**config.mk**
```make
export PLATFORM = sky130hd
export DESIGN_NAME = fwd_interlock_unit
export DESIGN_NICKNAME = d
export VERILOG_FILES = /design/src/rtl/fwd_pkg.sv /design/src/rtl/fwd_stage_track.sv /design/src/rtl/fwd_src_match.sv /design/src/rtl/fwd_issue_ctl.sv /design/src/rtl/fwd_interlock_unit.sv
export SDC_FILE = /design/constraint.sdc
export NUM_CORES = 1
export LEC_CHECK = 0
export ABC_CLOCK_PERIOD_IN_PS = 5200
export BUFFER_PORTS_ARGS = -buffer_cell sky130_fd_sc_hd__buf_2
export CORE_MARGIN = 2
export CORE_UTILIZATION = 35
export DETAILED_ROUTE_END_ITERATION = 16
export GPL_TIMING_DRIVEN = 0
export MAX_ROUTING_LAYER = met4
export SYNTH_ARGS = -nofsm -noshare
export SYNTH_HDL_FRONTEND = slang
export SYNTH_HIERARCHICAL = 1
export SYNTH_SLANG_ARGS = --single-unit
```
**constraint.sdc**
```tcl
create_clock -name clk_i -period 5.2 [get_ports clk_i]
set_input_delay 1.3 -clock clk_i [delete_from_list [all_inputs] [get_ports clk_i]]
set_output_delay 1.3 -clock clk_i [all_outputs]
set_load 0.1 [all_outputs]
```
**src/rtl/fwd_pkg.sv**
```systemverilog
package fwd_pkg;
  localparam int SEL_W = 2;

  typedef enum logic [SEL_W-1:0] {
    SEL_RF  = 2'd0,
    SEL_ALU = 2'd1,
    SEL_WB  = 2'd2
  } opsel_e;
endpackage

```
**src/rtl/fwd_stage_track.sv**
```systemverilog
module fwd_stage_track #(
  parameter int REG_AW = 5
) (
  input  logic              clk_i,
  input  logic              rst_ni,
  input  logic              issue_i,
  input  logic              bubble_i,
  input  logic [REG_AW-1:0] of_rd_i,
  input  logic              of_we_i,
  input  logic              of_load_i,
  output logic              ex_wr_o,
  output logic              ex_ld_o,
  output logic [REG_AW-1:0] ex_rd_o,
  output logic              ex_nop_o,
  output logic              wb_wr_o,
  output logic [REG_AW-1:0] wb_rd_o
);
  logic              ex_wr_q, ex_ld_q, ex_nop_q, wb_wr_q;
  logic [REG_AW-1:0] ex_rd_q, wb_rd_q;

  always_ff @(posedge clk_i or negedge rst_ni) begin
    if (!rst_ni) begin
      ex_wr_q  <= 1'b0;
      ex_ld_q  <= 1'b0;
      ex_nop_q <= 1'b0;
      ex_rd_q  <= '0;
      wb_wr_q  <= 1'b0;
      wb_rd_q  <= '0;
    end else begin
      wb_wr_q <= ex_wr_q;
      wb_rd_q <= ex_rd_q;
      if (issue_i) begin
        ex_wr_q  <= of_we_i && (of_rd_i != '0);
        ex_ld_q  <= of_load_i;
        ex_rd_q  <= of_rd_i;
        ex_nop_q <= 1'b0;
      end else begin
        ex_wr_q  <= 1'b0;
        ex_ld_q  <= 1'b0;
        ex_rd_q  <= '0;
        ex_nop_q <= bubble_i;
      end
    end
  end

  assign ex_wr_o  = ex_wr_q;
  assign ex_ld_o  = ex_ld_q;
  assign ex_rd_o  = ex_rd_q;
  assign ex_nop_o = ex_nop_q;
  assign wb_wr_o  = wb_wr_q;
  assign wb_rd_o  = wb_rd_q;

  // an injected bubble hands no writer to write back
  assert_bubble_inert_R6: assert property (@(posedge clk_i) disable iff (!rst_ni)
    ex_nop_q |=> !wb_wr_q);
endmodule

```
**src/rtl/fwd_src_match.sv**
```systemverilog
module fwd_src_match import fwd_pkg::*; #(
  parameter int REG_AW = 5
) (
  input  logic              clk_i,
  input  logic              rst_ni,
  input  logic [REG_AW-1:0] src_i,
  input  logic              use_i,
  input  logic              ex_wr_i,
  input  logic              ex_ld_i,
  input  logic [REG_AW-1:0] ex_rd_i,
  input  logic              wb_wr_i,
  input  logic [REG_AW-1:0] wb_rd_i,
  output opsel_e            sel_o,
  output logic              ld_stall_o,
  output logic              rf_read_o
);
  logic ex_hit, wb_hit;

  assign ex_hit = use_i && ex_wr_i && (ex_rd_i == src_i);
  assign wb_hit = use_i && wb_wr_i && (wb_rd_i == src_i);

  always_comb begin
    sel_o      = SEL_RF;
    ld_stall_o = 1'b0;
    rf_read_o  = 1'b0;
    if (ex_hit) begin
      if (ex_ld_i) ld_stall_o = 1'b1;
      else         sel_o      = SEL_ALU;
    end else if (wb_hit) begin
      sel_o = SEL_WB;
    end else begin
      rf_read_o = use_i;
    end
  end

  // an unused source or register 0 is never bypassed nor stalled
  assert_idle_src_R7: assert property (@(posedge clk_i) disable iff (!rst_ni)
    (!use_i || src_i == '0) |-> (sel_o == SEL_RF && !ld_stall_o));
endmodule

```
**src/rtl/fwd_issue_ctl.sv**
```systemverilog
module fwd_issue_ctl #(
  parameter int NUM_SRC     = 2,
  parameter bit SHARED_PORT = 1'b0
) (
  input  logic               clk_i,
  input  logic               rst_ni,
  input  logic               of_valid_i,
  input  logic [NUM_SRC-1:0] ld_stall_i,
  input  logic [NUM_SRC-1:0] rf_read_i,
  input  logic               wb_wr_i,
  output logic               of_ready_o,
  output logic               issue_o,
  output logic               bubble_o
);
  logic port_clash;
  logic hazard;

  generate
    if (SHARED_PORT) begin : g_shared
      assign port_clash = wb_wr_i && (|rf_read_i);
    end else begin : g_dual
      assign port_clash = 1'b0;
      // with two ports a stall never lasts beyond one cycle
      assert_single_stall_R5: assert property (@(posedge clk_i) disable iff (!rst_ni)
        !of_ready_o |=> of_ready_o);
    end
  endgenerate

  assign hazard     = (|ld_stall_i) || port_clash;
  assign of_ready_o = !(of_valid_i && hazard);
  assign issue_o    = of_valid_i && !hazard;
  assign bubble_o   = of_valid_i && hazard;
endmodule

```
**src/rtl/fwd_interlock_unit.sv**
```systemverilog
module fwd_interlock_unit import fwd_pkg::*; #(
  parameter int REG_AW      = 5,
  parameter int NUM_SRC     = 2,
  parameter bit SHARED_PORT = 1'b0
) (
  input  logic                     clk_i,
  input  logic                     rst_ni,
  input  logic                     of_valid_i,
  output logic                     of_ready_o,
  input  logic [NUM_SRC*REG_AW-1:0] of_src_i,
  input  logic [NUM_SRC-1:0]       of_src_use_i,
  input  logic [REG_AW-1:0]        of_rd_i,
  input  logic                     of_we_i,
  input  logic                     of_load_i,
  output logic [NUM_SRC*SEL_W-1:0] opnd_sel_o,
  output logic                     ex_nop_o
);
  logic              issue, bubble;
  logic              ex_wr, ex_ld, wb_wr;
  logic [REG_AW-1:0] ex_rd, wb_rd;
  logic [NUM_SRC-1:0] ld_stall, rf_read, alu_pick;

  fwd_stage_track #(.REG_AW(REG_AW)) u_track (
    .clk_i     (clk_i),
    .rst_ni    (rst_ni),
    .issue_i   (issue),
    .bubble_i  (bubble),
    .of_rd_i   (of_rd_i),
    .of_we_i   (of_we_i),
    .of_load_i (of_load_i),
    .ex_wr_o   (ex_wr),
    .ex_ld_o   (ex_ld),
    .ex_rd_o   (ex_rd),
    .ex_nop_o  (ex_nop_o),
    .wb_wr_o   (wb_wr),
    .wb_rd_o   (wb_rd)
  );

  generate
    for (genvar k = 0; k < NUM_SRC; k++) begin : g_src
      opsel_e sel;
      fwd_src_match #(.REG_AW(REG_AW)) u_match (
        .clk_i      (clk_i),
        .rst_ni     (rst_ni),
        .src_i      (of_src_i[k*REG_AW +: REG_AW]),
        .use_i      (of_src_use_i[k]),
        .ex_wr_i    (ex_wr),
        .ex_ld_i    (ex_ld),
        .ex_rd_i    (ex_rd),
        .wb_wr_i    (wb_wr),
        .wb_rd_i    (wb_rd),
        .sel_o      (sel),
        .ld_stall_o (ld_stall[k]),
        .rf_read_o  (rf_read[k])
      );
      assign opnd_sel_o[k*SEL_W +: SEL_W] = sel;
      assign alu_pick[k] = (sel == SEL_ALU);
    end
  endgenerate

  fwd_issue_ctl #(.NUM_SRC(NUM_SRC), .SHARED_PORT(SHARED_PORT)) u_issue (
    .clk_i      (clk_i),
    .rst_ni     (rst_ni),
    .of_valid_i (of_valid_i),
    .ld_stall_i (ld_stall),
    .rf_read_i  (rf_read),
    .wb_wr_i    (wb_wr),
    .of_ready_o (of_ready_o),
    .issue_o    (issue),
    .bubble_o   (bubble)
  );

  // a held valid instruction leaves a bubble in execute
  assert_bubble_injected_R6: assert property (@(posedge clk_i) disable iff (!rst_ni)
    (of_valid_i && !of_ready_o) |=> ex_nop_o);

  // the ALU bypass is never chosen while a load occupies execute
  assert_alu_not_load_R2: assert property (@(posedge clk_i) disable iff (!rst_ni)
    (|alu_pick) |-> !ex_ld);

  // an empty operand-read stage is never held
  assert_idle_ready_R9: assert property (@(posedge clk_i) disable iff (!rst_ni)
    !of_valid_i |-> of_ready_o);
endmodule

```
==> impl_metrics.prom, run 1 <==
# TYPE chip_impl_metric gauge
chip_impl_info{name="status",value="finished, final reports clean"} 1
chip_impl_metric{name="report.final.slew_viol_count",unit=""} 0
chip_impl_metric{name="via_count_normalized_by_instance_count",unit=""} 4.49
chip_impl_info{name="timing.critical_path.mode_cell",value="buf_2"} 1
chip_impl_metric{name="io_pins",unit=""} 28
chip_impl_metric{name="first_iter_violations",unit=""} 3
chip_impl_metric{name="route.met3.wl",unit="um"} 90
chip_impl_metric{name="timing.critical_path.fanout_max",unit=""} 3
chip_impl_info{name="hold_path_class",value="reg -> reg"} 1
chip_impl_metric{name="ys.warnings.count",unit=""} 6
chip_impl_metric{name="number_of_nets_in_the_layout",unit=""} 116
chip_impl_metric{name="postSynthAreaPerCell",unit="um^2"} 11.6
chip_impl_metric{name="syn-num-nets",unit=""} 84
chip_impl_metric{name="worst-path-buf-inv",unit=""} 2
chip_impl_metric{name="htreeDepth",unit=""} 1
chip_impl_info{name="setup.worst_path.start_class",value="input port"} 1
chip_impl_metric{name="setup_tns",unit="ps"} 0
chip_impl_metric{name="layout_worst_path_cycle_share",unit="%"} 77.4
chip_impl_metric{name="postCtsSetupBuffers",unit=""} 0
chip_impl_metric{name="clock_skew",unit="ps"} 0.504
chip_impl_metric{name="report.final.hold_viol_count",unit=""} 0
chip_impl_metric{name="first_pass_grt_wire_length",unit="mm"} 2.17
chip_impl_metric{name="grt_pass1_vias",unit=""} 544
chip_impl_metric{name="number_of_buffers_created_by_cts",unit=""} 3
chip_impl_info{name="r2r-end",value="u_track/ex_wr_o$_DFF_PN0_"} 1
chip_impl_metric{name="highest_clock_rate",unit="GHz"} 0.248
chip_impl_info{name="cts_root_buf",value="clkbuf_4"} 1
chip_impl_metric{name="placement.io_buffers",unit=""} 27
chip_impl_metric{name="die-area",unit="mm^2"} 0.00243
chip_impl_metric{name="wl_per_cell",unit="um"} 10.5
chip_impl_metric{name="clk-insertion-delay-late",unit="ps"} 270
chip_impl_metric{name="timing.critical_path.slowest_cell_delay",unit="ps"} 310
chip_impl_metric{name="count_of_mapped_cells_out_of_synthesis",unit=""} 62
chip_impl_info{name="most_common_library_cell_in_the_layout_ignoring_fill_and_taps",value="buf_2"} 1
chip_impl_metric{name="routedLengthMet1",unit="um"} 574
chip_impl_metric{name="dr_total_vias",unit=""} 539
chip_impl_info{name="hp-start",value="u_track/ex_rd_o[3]$_DFF_PN0_"} 1
chip_impl_metric{name="drt_total_wl",unit="mm"} 1.27
chip_impl_metric{name="dr.pass1.iters",unit=""} 3
chip_impl_metric{name="powerDensity",unit="mW/mm^2"} 242
chip_impl_metric{name="dr_wl_met2",unit="um"} 593
chip_impl_metric{name="n_antenna_cell",unit=""} 0
chip_impl_metric{name="die-height",unit="um"} 49.3
chip_impl_metric{name="setup_viol_count_final",unit=""} 0
chip_impl_metric{name="timing_worst_slew_pin_value",unit="ps"} 485
chip_impl_metric{name="cp.arrival",unit="ps"} 2730
chip_impl_metric{name="grt_max_degree",unit=""} 15
chip_impl_metric{name="overflow",unit=""} 0
chip_impl_metric{name="core",unit="mm^2"} 0.00194
chip_impl_metric{name="worstHoldPathCells",unit=""} 0
chip_impl_metric{name="cp_data_required_time",unit="ps"} 3900
chip_impl_metric{name="dp_hpwl",unit="mm"} 1.09
chip_impl_metric{name="antenna_left",unit=""} 0
chip_impl_metric{name="path_clk_slew",unit="ps"} 70
chip_impl_metric{name="antenna_found_initial",unit=""} 0
chip_impl_metric{name="place.gp.congestion",unit=""} 0.749
chip_impl_metric{name="max_cap_violations",unit=""} 0
chip_impl_info{name="holdPathEnd",value="u_track/wb_rd_o[3]$_DFF_PN0_"} 1
chip_impl_metric{name="worst_r2r_path_depth",unit=""} 6
chip_impl_metric{name="setup_slack_reg_to_reg",unit="ps"} 3440
chip_impl_metric{name="initial_util",unit="%"} 37.0
chip_impl_info{name="grt_setup_unrepaired",value="no"} 1
chip_impl_info{name="most_used_cells_in_the_layout_excluding_fill_and_tap_cells",value="buf_2, xor2_1, dfrtp_1, and2_1"} 1
chip_impl_metric{name="grtUsageTotal",unit="%"} 12.3
chip_impl_metric{name="synthToLayoutAreaGrowth",unit="%"} 28.5
chip_impl_metric{name="max-slew-margin-rel",unit="%"} 67.9
chip_impl_metric{name="holdBufCountCts",unit=""} 0
chip_impl_metric{name="cts_max_path_buffers",unit=""} 2
chip_impl_metric{name="pwr_total",unit="uW"} 224
chip_impl_info{name="tritoncts",value="built"} 1
chip_impl_info{name="crit_chain",value="buf_2 > xor2_1 > nor4_2 > and4_1 > and2_1 > o21ai_1 > buf_2"} 1
chip_impl_info{name="worst_setup_end_kind",value="primary output"} 1
chip_impl_metric{name="final-instance-count-excl-fill",unit=""} 120
chip_impl_metric{name="cp.depth",unit=""} 7
chip_impl_info{name="critPathTopFamily",value="simple AND/OR/NAND/NOR gates"} 1
chip_impl_info{name="timing_worst_setup_path_type",value="in -> out"} 1
chip_impl_metric{name="syn-cell-area",unit="um^2"} 719
chip_impl_metric{name="power.static_leakage",unit="nW"} 0.465
chip_impl_metric{name="drcViolationCount",unit=""} 0
chip_impl_metric{name="ir_worst_vdd",unit="mV"} 0.129
chip_impl_metric{name="die_width",unit="um"} 49.3
chip_impl_info{name="critical_path.slowest_cell",value="nor4_2"} 1
chip_impl_metric{name="postCtsResizedCells",unit=""} 0
chip_impl_metric{name="period_minus_slack",unit="ps"} 4030
chip_impl_metric{name="post-place-cells",unit=""} 116
chip_impl_info{name="routed.top_layer",value="met4"} 1
chip_impl_metric{name="layout-drive-gt1-share",unit="%"} 37.6
chip_impl_metric{name="standard_cell_rows",unit=""} 16
chip_impl_metric{name="hold_ws",unit="ps"} 445
chip_impl_metric{name="cts_sinks",unit=""} 14
chip_impl_info{name="reg2reg_from",value="u_track/ex_rd_o[0]$_DFF_PN0_"} 1
chip_impl_metric{name="core_util_final",unit="%"} 47.6
per-stage QoR:
step                      setup slack [ps]  cell area, um^2
after floorplan                        638              719
after global placement                1180              888
after detailed placement              1170              888
after CTS                             1160              925
after global routing                  1060              925
final                                 1170              925
power breakdown:
part	switching [mW]	leakage [nW]	internal (mW)
registers	0.00504	0.182	0.114
clock network	0.0302	0.0210	0.0425
logic	0.0161	0.262	0.0160
total	0.0514	0.465	0.173
area by class of cell:
cell class                 count  area (um^2)
fill                         194         1020
tap                           27         33.8
sequential                    14          350
multi-input combinational     48          369
timing repair buffer          27          135
clock buffer                   4         36.3
worst reg2reg max path: stages (launching register included):
cell	delay (ps)
dfrtp_1	420
xor2_1	190
nor4_2	80
and4_1	210
and2_1	190
nor3b_2	370
o311a_1	230
state kept, by name, indices dropped and copies added, names as in the netlist:
| signal | count |
|---|---|
| u_track/ex_rd_o | 5 |
| u_track/wb_rd_o | 5 |
| u_track/ex_ld_o | 1 |
| u_track/ex_nop_o | 1 |
| u_track/ex_wr_o | 1 |
| u_track/wb_wr_o | 1 |
how the worst max path moves through the flow:
stage                 from          to  slack [ps]
4_1_cts        of_src_i[5]  of_ready_o        1160
5_1_grt        of_src_i[5]  of_ready_o        1060
2_1_floorplan  of_src_i[7]  of_ready_o         640
3_5_place_dp   of_src_i[5]  of_ready_o        1170
6_report       of_src_i[5]  of_ready_o        1170
3_3_place_gp   of_src_i[5]  of_ready_o        1180
per-layer routing:
metal	GRT usage, %	vias up
met5	-	-
met4	7.14	0
met3	3.37	2
met2	19.1	17
met1	14.2	240
li1	-	280
Power figures use the tool's default switching activity.
==> run 2, diff against run 1 <==
--- a/config.mk
+++ b/config.mk
@@ -5,7 +5,8 @@
 export SDC_FILE = /design/constraint.sdc
 export NUM_CORES = 1
 export LEC_CHECK = 0
-export ABC_CLOCK_PERIOD_IN_PS = 5200
+export ABC_AREA = 1
+export ABC_CLOCK_PERIOD_IN_PS = 4050
 export BUFFER_PORTS_ARGS = -buffer_cell sky130_fd_sc_hd__buf_2
 export CORE_MARGIN = 2
 export CORE_UTILIZATION = 35
==> constraint.sdc (replaced) <==
create_clock -name clk_i -period 4.05 [get_ports clk_i]
set_input_delay 1.0125 -clock clk_i [delete_from_list [all_inputs] [get_ports clk_i]]
set_output_delay 1.0125 -clock clk_i [all_outputs]
set_load 0.1 [all_outputs]
==> run 2 against run 1 <==
Effect of this change:
- count of clock-buffer cells in the layout is the same
- first-iteration DRC count rose to 8.7 times the previous value
- sequential share of layout area shrank 7.8 points
- hold slack lost 24 ps
- cell area rose by 26%
- critical path type unchanged
- largest cell class unchanged
- clock skew grew 3.4 ps
==> impl_metrics.prom, run 2 <==
# TYPE chip_impl_metric gauge
chip_impl_metric{name="period_minus_slack",unit="ps"} 3190
chip_impl_metric{name="die-area",unit="mm^2"} 0.00317
chip_impl_metric{name="cts_max_path_buffers",unit=""} 2
chip_impl_info{name="critical_path.slowest_cell",value="buf_2"} 1
chip_impl_metric{name="drcViolationCount",unit=""} 0
chip_impl_metric{name="synthToLayoutAreaGrowth",unit="%"} 21.8
chip_impl_metric{name="dp_hpwl",unit="mm"} 1.59
chip_impl_metric{name="seqPwrFrac",unit="%"} 50.3
chip_impl_metric{name="n_antenna_cell",unit=""} 0
chip_impl_metric{name="dr_total_vias",unit=""} 945
chip_impl_metric{name="grt_pass1_vias",unit=""} 849
chip_impl_metric{name="die-height",unit="um"} 56.3
chip_impl_metric{name="internal-power",unit="uW"} 223
chip_impl_metric{name="antenna_left",unit=""} 0
chip_impl_metric{name="drt_total_wl",unit="mm"} 1.87
chip_impl_metric{name="area_used_by_sequential_logic_in_the_layout",unit="um^2"} 350
chip_impl_info{name="worst_setup_end_kind",value="primary output"} 1
chip_impl_metric{name="clock_skew",unit="ps"} 3.95
chip_impl_metric{name="first_iter_violations",unit=""} 26
chip_impl_metric{name="timing_worst_slew_pin_value",unit="ps"} 489
chip_impl_metric{name="path_clk_slew",unit="ps"} 80
chip_impl_metric{name="max-slew-margin-rel",unit="%"} 67.6
chip_impl_metric{name="worst_r2r_path_depth",unit=""} 14
chip_impl_metric{name="htreeDepth",unit=""} 1
chip_impl_metric{name="setup_tns",unit="ps"} 0
chip_impl_metric{name="max_cap_violations",unit=""} 0
chip_impl_metric{name="timing.critical_path.fanout_max",unit=""} 3
chip_impl_info{name="timing_worst_setup_path_type",value="in -> out"} 1
chip_impl_metric{name="postCtsSetupBuffers",unit=""} 0
chip_impl_info{name="cts_root_buf",value="clkbuf_4"} 1
chip_impl_metric{name="report.final.hold_viol_count",unit=""} 0
chip_impl_metric{name="highest_clock_rate",unit="GHz"} 0.314
chip_impl_metric{name="timing.critical_path.slowest_cell_delay",unit="ps"} 420
chip_impl_metric{name="core_util_final",unit="%"} 45.8
chip_impl_metric{name="hold_ws",unit="ps"} 421
chip_impl_metric{name="layout-drive-gt1-share",unit="%"} 24.7
chip_impl_metric{name="layout_worst_path_cycle_share",unit="%"} 78.7
chip_impl_metric{name="p_sw_share",unit="%"} 27.0
chip_impl_metric{name="power.static_leakage",unit="nW"} 0.751
chip_impl_metric{name="power_frac_comb",unit="%"} 18.4
chip_impl_metric{name="standard_cell_rows",unit=""} 18
chip_impl_metric{name="syn-num-nets",unit=""} 185
chip_impl_metric{name="multi_input_comb_area",unit="um^2"} 433
chip_impl_metric{name="grtUsageTotal",unit="%"} 12.9
chip_impl_metric{name="ir_worst_vdd",unit="mV"} 0.167
chip_impl_metric{name="dp_slack",unit="ps"} 856
chip_impl_info{name="crit_chain",value="buf_2 > inv_1 > nand2_1 > nand2_1 > nor2_2 > nand3_1 > nor2_1 > inv_1 > nand2_2 > nand2_1 > buf_2"} 1
chip_impl_metric{name="syn-cell-area",unit="um^2"} 957
chip_impl_metric{name="grt_max_degree",unit=""} 15
chip_impl_metric{name="count_of_mapped_cells_out_of_synthesis",unit=""} 163
chip_impl_metric{name="powerDensity",unit="mW/mm^2"} 262
chip_impl_info{name="most_used_cells_in_the_layout_excluding_fill_and_tap_cells",value="nand2_1, inv_1, buf_2, nor2_1, dfrtp_1"} 1
chip_impl_metric{name="min_setup_slack_post_route",unit="ps"} 864
chip_impl_metric{name="dr.pass1.iters",unit=""} 4
chip_impl_info{name="timing.critical_path.mode_cell",value="nand2_1"} 1
chip_impl_metric{name="wl_per_cell",unit="um"} 8.36
chip_impl_info{name="grt_setup_unrepaired",value="no"} 1
chip_impl_metric{name="antenna_found_initial",unit=""} 0
chip_impl_info{name="hold_path_class",value="reg -> reg"} 1
chip_impl_metric{name="postCtsResizedCells",unit=""} 0
chip_impl_metric{name="pwr-share-clk",unit="%"} 31.2
chip_impl_metric{name="final-instance-count-excl-fill",unit=""} 224
chip_impl_info{name="setup.worst_path.start_class",value="input port"} 1
chip_impl_metric{name="ys.warnings.count",unit=""} 6
chip_impl_metric{name="cp.arrival",unit="ps"} 2170
chip_impl_metric{name="core",unit="mm^2"} 0.00254
chip_impl_metric{name="setup_viol_count_final",unit=""} 0
chip_impl_metric{name="post-place-cells",unit=""} 220
chip_impl_metric{name="via_count_normalized_by_instance_count",unit=""} 4.22
chip_impl_metric{name="holdBufCountCts",unit=""} 0
chip_impl_metric{name="report.final.slew_viol_count",unit=""} 0
chip_impl_info{name="most_common_library_cell_in_the_layout_ignoring_fill_and_taps",value="nand2_1"} 1
chip_impl_metric{name="worstHoldPathCells",unit=""} 0
chip_impl_metric{name="place.gp.congestion",unit=""} 0.797
chip_impl_info{name="status",value="finished, final reports clean"} 1
chip_impl_metric{name="overflow",unit=""} 0
chip_impl_info{name="tritoncts",value="built"} 1
chip_impl_metric{name="fillCellCount",unit=""} 281
chip_impl_metric{name="die_width",unit="um"} 56.3
chip_impl_metric{name="clk-insertion-delay-late",unit="ps"} 270
chip_impl_metric{name="number_of_buffers_created_by_cts",unit=""} 3
chip_impl_metric{name="placement.io_buffers",unit=""} 27
chip_impl_metric{name="cts_sinks",unit=""} 14
chip_impl_metric{name="io_pins",unit=""} 28
chip_impl_metric{name="number_of_nets_in_the_layout",unit=""} 217
chip_impl_metric{name="postSynthAreaPerCell",unit="um^2"} 5.87
chip_impl_metric{name="cp_data_required_time",unit="ps"} 3040
chip_impl_metric{name="first_pass_grt_wire_length",unit="mm"} 3.20
chip_impl_metric{name="net_sw_power",unit="uW"} 82.5
chip_impl_metric{name="initial_util",unit="%"} 37.6
## run 2: layer usage
layer | share of wire, % | global-route usage, % | vias up | wire, um
li1 | - | - | 517 | -
met1 | 47 | 15.5 | 396 | 887
met2 | 45 | 20.8 | 30 | 845
met3 | 6.9 | 2.30 | 2 | 130
met4 | 0.48 | 6.12 | 0 | 9
met5 | 0 | - | - | 0
## run 2: metrics by stage
stage | power, mW | instance area (um^2)
after floorplan | 0.190 | 957
final | 0.306 | 1170
after detailed placement | 0.213 | 1130
after global routing | 0.329 | 1170
after global placement | 0.211 | 1130
after CTS | 0.311 | 1170
## run 2: worst max-delay path, delay by kind of cell
kind | cells | cell delay (ps)
and+or+nand+nor | 7 | 490
buffers and inverters | 4 | 660
## run 2: power groups by stage
stage / logic (mW) / registers, mW / clock network, mW
2_1_floorplan: 0.0350 / 0.155 / 0
3_3_place_gp: 0.0544 / 0.156 / 0
3_5_place_dp: 0.0565 / 0.157 / 0
4_1_cts: 0.0567 / 0.154 / 0.100
5_1_grt: 0.0653 / 0.155 / 0.109
6_report: 0.0563 / 0.154 / 0.0954
## run 2: final timing paths
path	startpoint	endpoint	slack, ps
worst max-delay path	of_src_i[9]	of_ready_o	860
worst min-delay path	u_track/ex_rd_o[0]$_DFF_PN0_	u_track/wb_rd_o[0]$_DFF_PN0_	420
worst max register to register	u_track/ex_rd_o[3]$_DFF_PN0_	u_track/ex_wr_o$_DFF_PN0_	2430
worst min register to register	u_track/ex_rd_o[0]$_DFF_PN0_	u_track/wb_rd_o[0]$_DFF_PN0_	420
max in group asynchronous	rst_ni	u_track/wb_rd_o[1]$_DFF_PN0_	3210
min in group asynchronous	rst_ni	u_track/ex_rd_o[1]$_DFF_PN0_	610
## run 2: cell type report
type	count	area share (%)
timing repair buffer	27	11.6
buffer	1	0.429
inverter	45	14.5
tap	30	3.22
multi-input combinational	103	37.1
clock buffer	4	3.11
sequential	14	30.0
==> run 3, diff against run 2 <==
--- a/config.mk
+++ b/config.mk
@@ -5,8 +5,8 @@
 export SDC_FILE = /design/constraint.sdc
 export NUM_CORES = 1
 export LEC_CHECK = 0
-export ABC_AREA = 1
-export ABC_CLOCK_PERIOD_IN_PS = 4050
+export ABC_AREA = 0
+export ABC_CLOCK_PERIOD_IN_PS = 2800
 export BUFFER_PORTS_ARGS = -buffer_cell sky130_fd_sc_hd__buf_2
 export CORE_MARGIN = 2
 export CORE_UTILIZATION = 35
==> constraint.sdc (replaced) <==
create_clock -name clk_i -period 2.8 [get_ports clk_i]
set_input_delay 0.7 -clock clk_i [delete_from_list [all_inputs] [get_ports clk_i]]
set_output_delay 0.7 -clock clk_i [all_outputs]
set_load 0.1 [all_outputs]
==> run 3 against run 2 <==
Effect of this change:
- worst setup slack got worse by 760 ps
- count of clock-buffer cells in the layout unchanged
- hold slack worse by 120 ps
- die area shrank 23%
- combinational power is 8.0% higher
- cell count down 46%
- critical endpoint unchanged
==> impl_metrics.prom, run 3 (synthesis gave the netlist of run 1 again) <==
# TYPE chip_impl_metric gauge
chip_impl_metric{name="cts_max_path_buffers",unit=""} 2
chip_impl_metric{name="cts_sinks",unit=""} 14
chip_impl_metric{name="die-area",unit="mm^2"} 0.00243
chip_impl_metric{name="power.static_leakage",unit="nW"} 0.475
chip_impl_metric{name="min_setup_slack_post_route",unit="ps"} 107
chip_impl_info{name="grt_setup_unrepaired",value="no"} 1
chip_impl_metric{name="cp_data_required_time",unit="ps"} 2100
chip_impl_metric{name="dr_total_vias",unit=""} 529
chip_impl_metric{name="drt_total_wl",unit="mm"} 1.37
chip_impl_metric{name="die-height",unit="um"} 49.3
chip_impl_metric{name="antenna_found_initial",unit=""} 0
chip_impl_metric{name="wl_per_cell",unit="um"} 11.3
chip_impl_info{name="worst_setup_end_kind",value="primary output"} 1
chip_impl_metric{name="holdBufCountCts",unit=""} 0
chip_impl_metric{name="number_of_nets_in_the_layout",unit=""} 117
chip_impl_metric{name="stdcell_area",unit="um^2"} 957
chip_impl_metric{name="powerDensity",unit="mW/mm^2"} 438
chip_impl_info{name="critPathTopFamily",value="simple AND/OR/NAND/NOR gates"} 1
chip_impl_info{name="tritoncts",value="built"} 1
chip_impl_metric{name="highest_clock_rate",unit="GHz"} 0.371
chip_impl_info{name="timing_worst_setup_path_type",value="in -> out"} 1
chip_impl_metric{name="via_count_normalized_by_instance_count",unit=""} 4.37
chip_impl_metric{name="setup_slack_reg_to_reg",unit="ps"} 1050
chip_impl_metric{name="setup_viol_count_final",unit=""} 0
chip_impl_metric{name="die_width",unit="um"} 49.3
chip_impl_metric{name="placement.io_buffers",unit=""} 27
chip_impl_metric{name="dr.pass1.iters",unit=""} 2
chip_impl_metric{name="timing_worst_slew_pin_value",unit="ps"} 488
chip_impl_info{name="crit_chain",value="buf_2 > xor2_1 > nor4_2 > and4_1 > and2_4 > o21ai_2 > buf_6"} 1
chip_impl_metric{name="htreeDepth",unit=""} 1
chip_impl_metric{name="ir_worst_vdd",unit="mV"} 0.317
chip_impl_metric{name="dp_slack",unit="ps"} -68.0
chip_impl_metric{name="number_of_buffers_created_by_cts",unit=""} 3
chip_impl_metric{name="fillCellCount",unit=""} 192
chip_impl_metric{name="first_pass_grt_wire_length",unit="mm"} 2.30
chip_impl_metric{name="hold_ws",unit="ps"} 301
chip_impl_metric{name="synthToLayoutAreaGrowth",unit="%"} 33.0
chip_impl_metric{name="grt_pass1_vias",unit=""} 581
chip_impl_metric{name="worst_r2r_path_depth",unit=""} 6
chip_impl_metric{name="pwr_total",unit="uW"} 419
chip_impl_metric{name="overflow",unit=""} 0
chip_impl_metric{name="report.final.slew_viol_count",unit=""} 0
chip_impl_info{name="reg2reg_from",value="u_track/ex_rd_o[0]$_DFF_PN0_"} 1
chip_impl_metric{name="path_clk_slew",unit="ps"} 80
chip_impl_metric{name="clk-insertion-delay-late",unit="ps"} 270
chip_impl_metric{name="drcViolationCount",unit=""} 0
chip_impl_metric{name="timing.critical_path.fanout_max",unit=""} 3
chip_impl_metric{name="place.gp.congestion",unit=""} 0.850
chip_impl_info{name="most_used_cells_in_the_layout_excluding_fill_and_tap_cells",value="buf_2, xor2_1, dfrtp_1, and2_1"} 1
chip_impl_info{name="status",value="finished, final reports clean"} 1
chip_impl_info{name="setup.worst_path.start_class",value="input port"} 1
chip_impl_info{name="most_common_library_cell_in_the_layout_ignoring_fill_and_taps",value="buf_2"} 1
chip_impl_metric{name="antenna_left",unit=""} 0
chip_impl_metric{name="period_minus_slack",unit="ps"} 2690
chip_impl_metric{name="final-instance-count-excl-fill",unit=""} 121
chip_impl_metric{name="clock_skew",unit="ps"} 1.56
chip_impl_metric{name="core",unit="mm^2"} 0.00194
chip_impl_metric{name="first_iter_violations",unit=""} 1
chip_impl_metric{name="postPlaceCellArea",unit="um^2"} 902
chip_impl_metric{name="cp.arrival",unit="ps"} 1990
chip_impl_metric{name="io_pins",unit=""} 28
chip_impl_metric{name="layout-drive-gt1-share",unit="%"} 45.7
chip_impl_metric{name="core_util_final",unit="%"} 49.3
chip_impl_info{name="r2r-end",value="u_track/ex_wr_o$_DFF_PN0_"} 1
chip_impl_metric{name="standard_cell_rows",unit=""} 16
chip_impl_metric{name="dp_hpwl",unit="mm"} 1.15
chip_impl_metric{name="max_cap_violations",unit=""} 0
chip_impl_metric{name="post-place-cells",unit=""} 116
chip_impl_metric{name="max-slew-margin-rel",unit="%"} 67.7
chip_impl_metric{name="initial_util",unit="%"} 37.0
chip_impl_info{name="critical_path.slowest_cell",value="nor4_2"} 1
chip_impl_metric{name="grt_max_degree",unit=""} 15
chip_impl_info{name="cts_root_buf",value="clkbuf_4"} 1
chip_impl_info{name="hold_path_class",value="in -> async"} 1
chip_impl_metric{name="report.final.hold_viol_count",unit=""} 0
chip_impl_metric{name="layout_worst_path_cycle_share",unit="%"} 96.2
chip_impl_metric{name="grtUsageTotal",unit="%"} 13.0
chip_impl_metric{name="timing.critical_path.slowest_cell_delay",unit="ps"} 310
chip_impl_metric{name="setup_tns",unit="ps"} 0
chip_impl_metric{name="worst-path-buf-inv",unit=""} 2
chip_impl_metric{name="n_antenna_cell",unit=""} 0
run 3: routing by layer:
metal / global-route usage (%) / vias to the layer above / share of wire, %
li1: - / 278 / -
met1: 15.2 / 233 / 44
met2: 21.4 / 16 / 50
met3: 1.84 / 2 / 5.4
met4: 7.14 / 0 / 0.66
met5: - / - / 0
run 3: layout make-up:
cell class	instances	area (um^2)	area share (%)
sequential	14	350	36.6
multi-input combinational	48	388	40.5
tap	27	33.8	3.53
clock buffer	4	36.3	3.79
timing repair buffer	28	149	15.6
run 3: worst max path at each step:
| stage | from | endpoint | cells past startpoint |
|---|---|---|---|
| global placement | of_src_i[5] | of_ready_o | 7 |
| finish | of_src_i[5] | of_ready_o | 7 |
| detailed placement | of_src_i[0] | of_ready_o | 7 |
| floorplan | of_src_i[7] | of_ready_o | 5 |
| CTS | of_src_i[1] | of_ready_o | 7 |
| global route | of_src_i[0] | opnd_sel_o[1] | 7 |
run 3: power by group:
group / internal [mW] / total, mW / switching, mW / leakage, nW
logic: 0.0300 / 0.0608 / 0.0308 / 0.272
clock network: 0.0789 / 0.136 / 0.0575 / 0.0210
registers: 0.212 / 0.222 / 0.00993 / 0.182
run 3: repair_timing:
item,in CTS,in global routing
pin swaps,2,1
buffers inserted,1,0
setup endpoints to repair,1,1
gates resized for setup,2,2
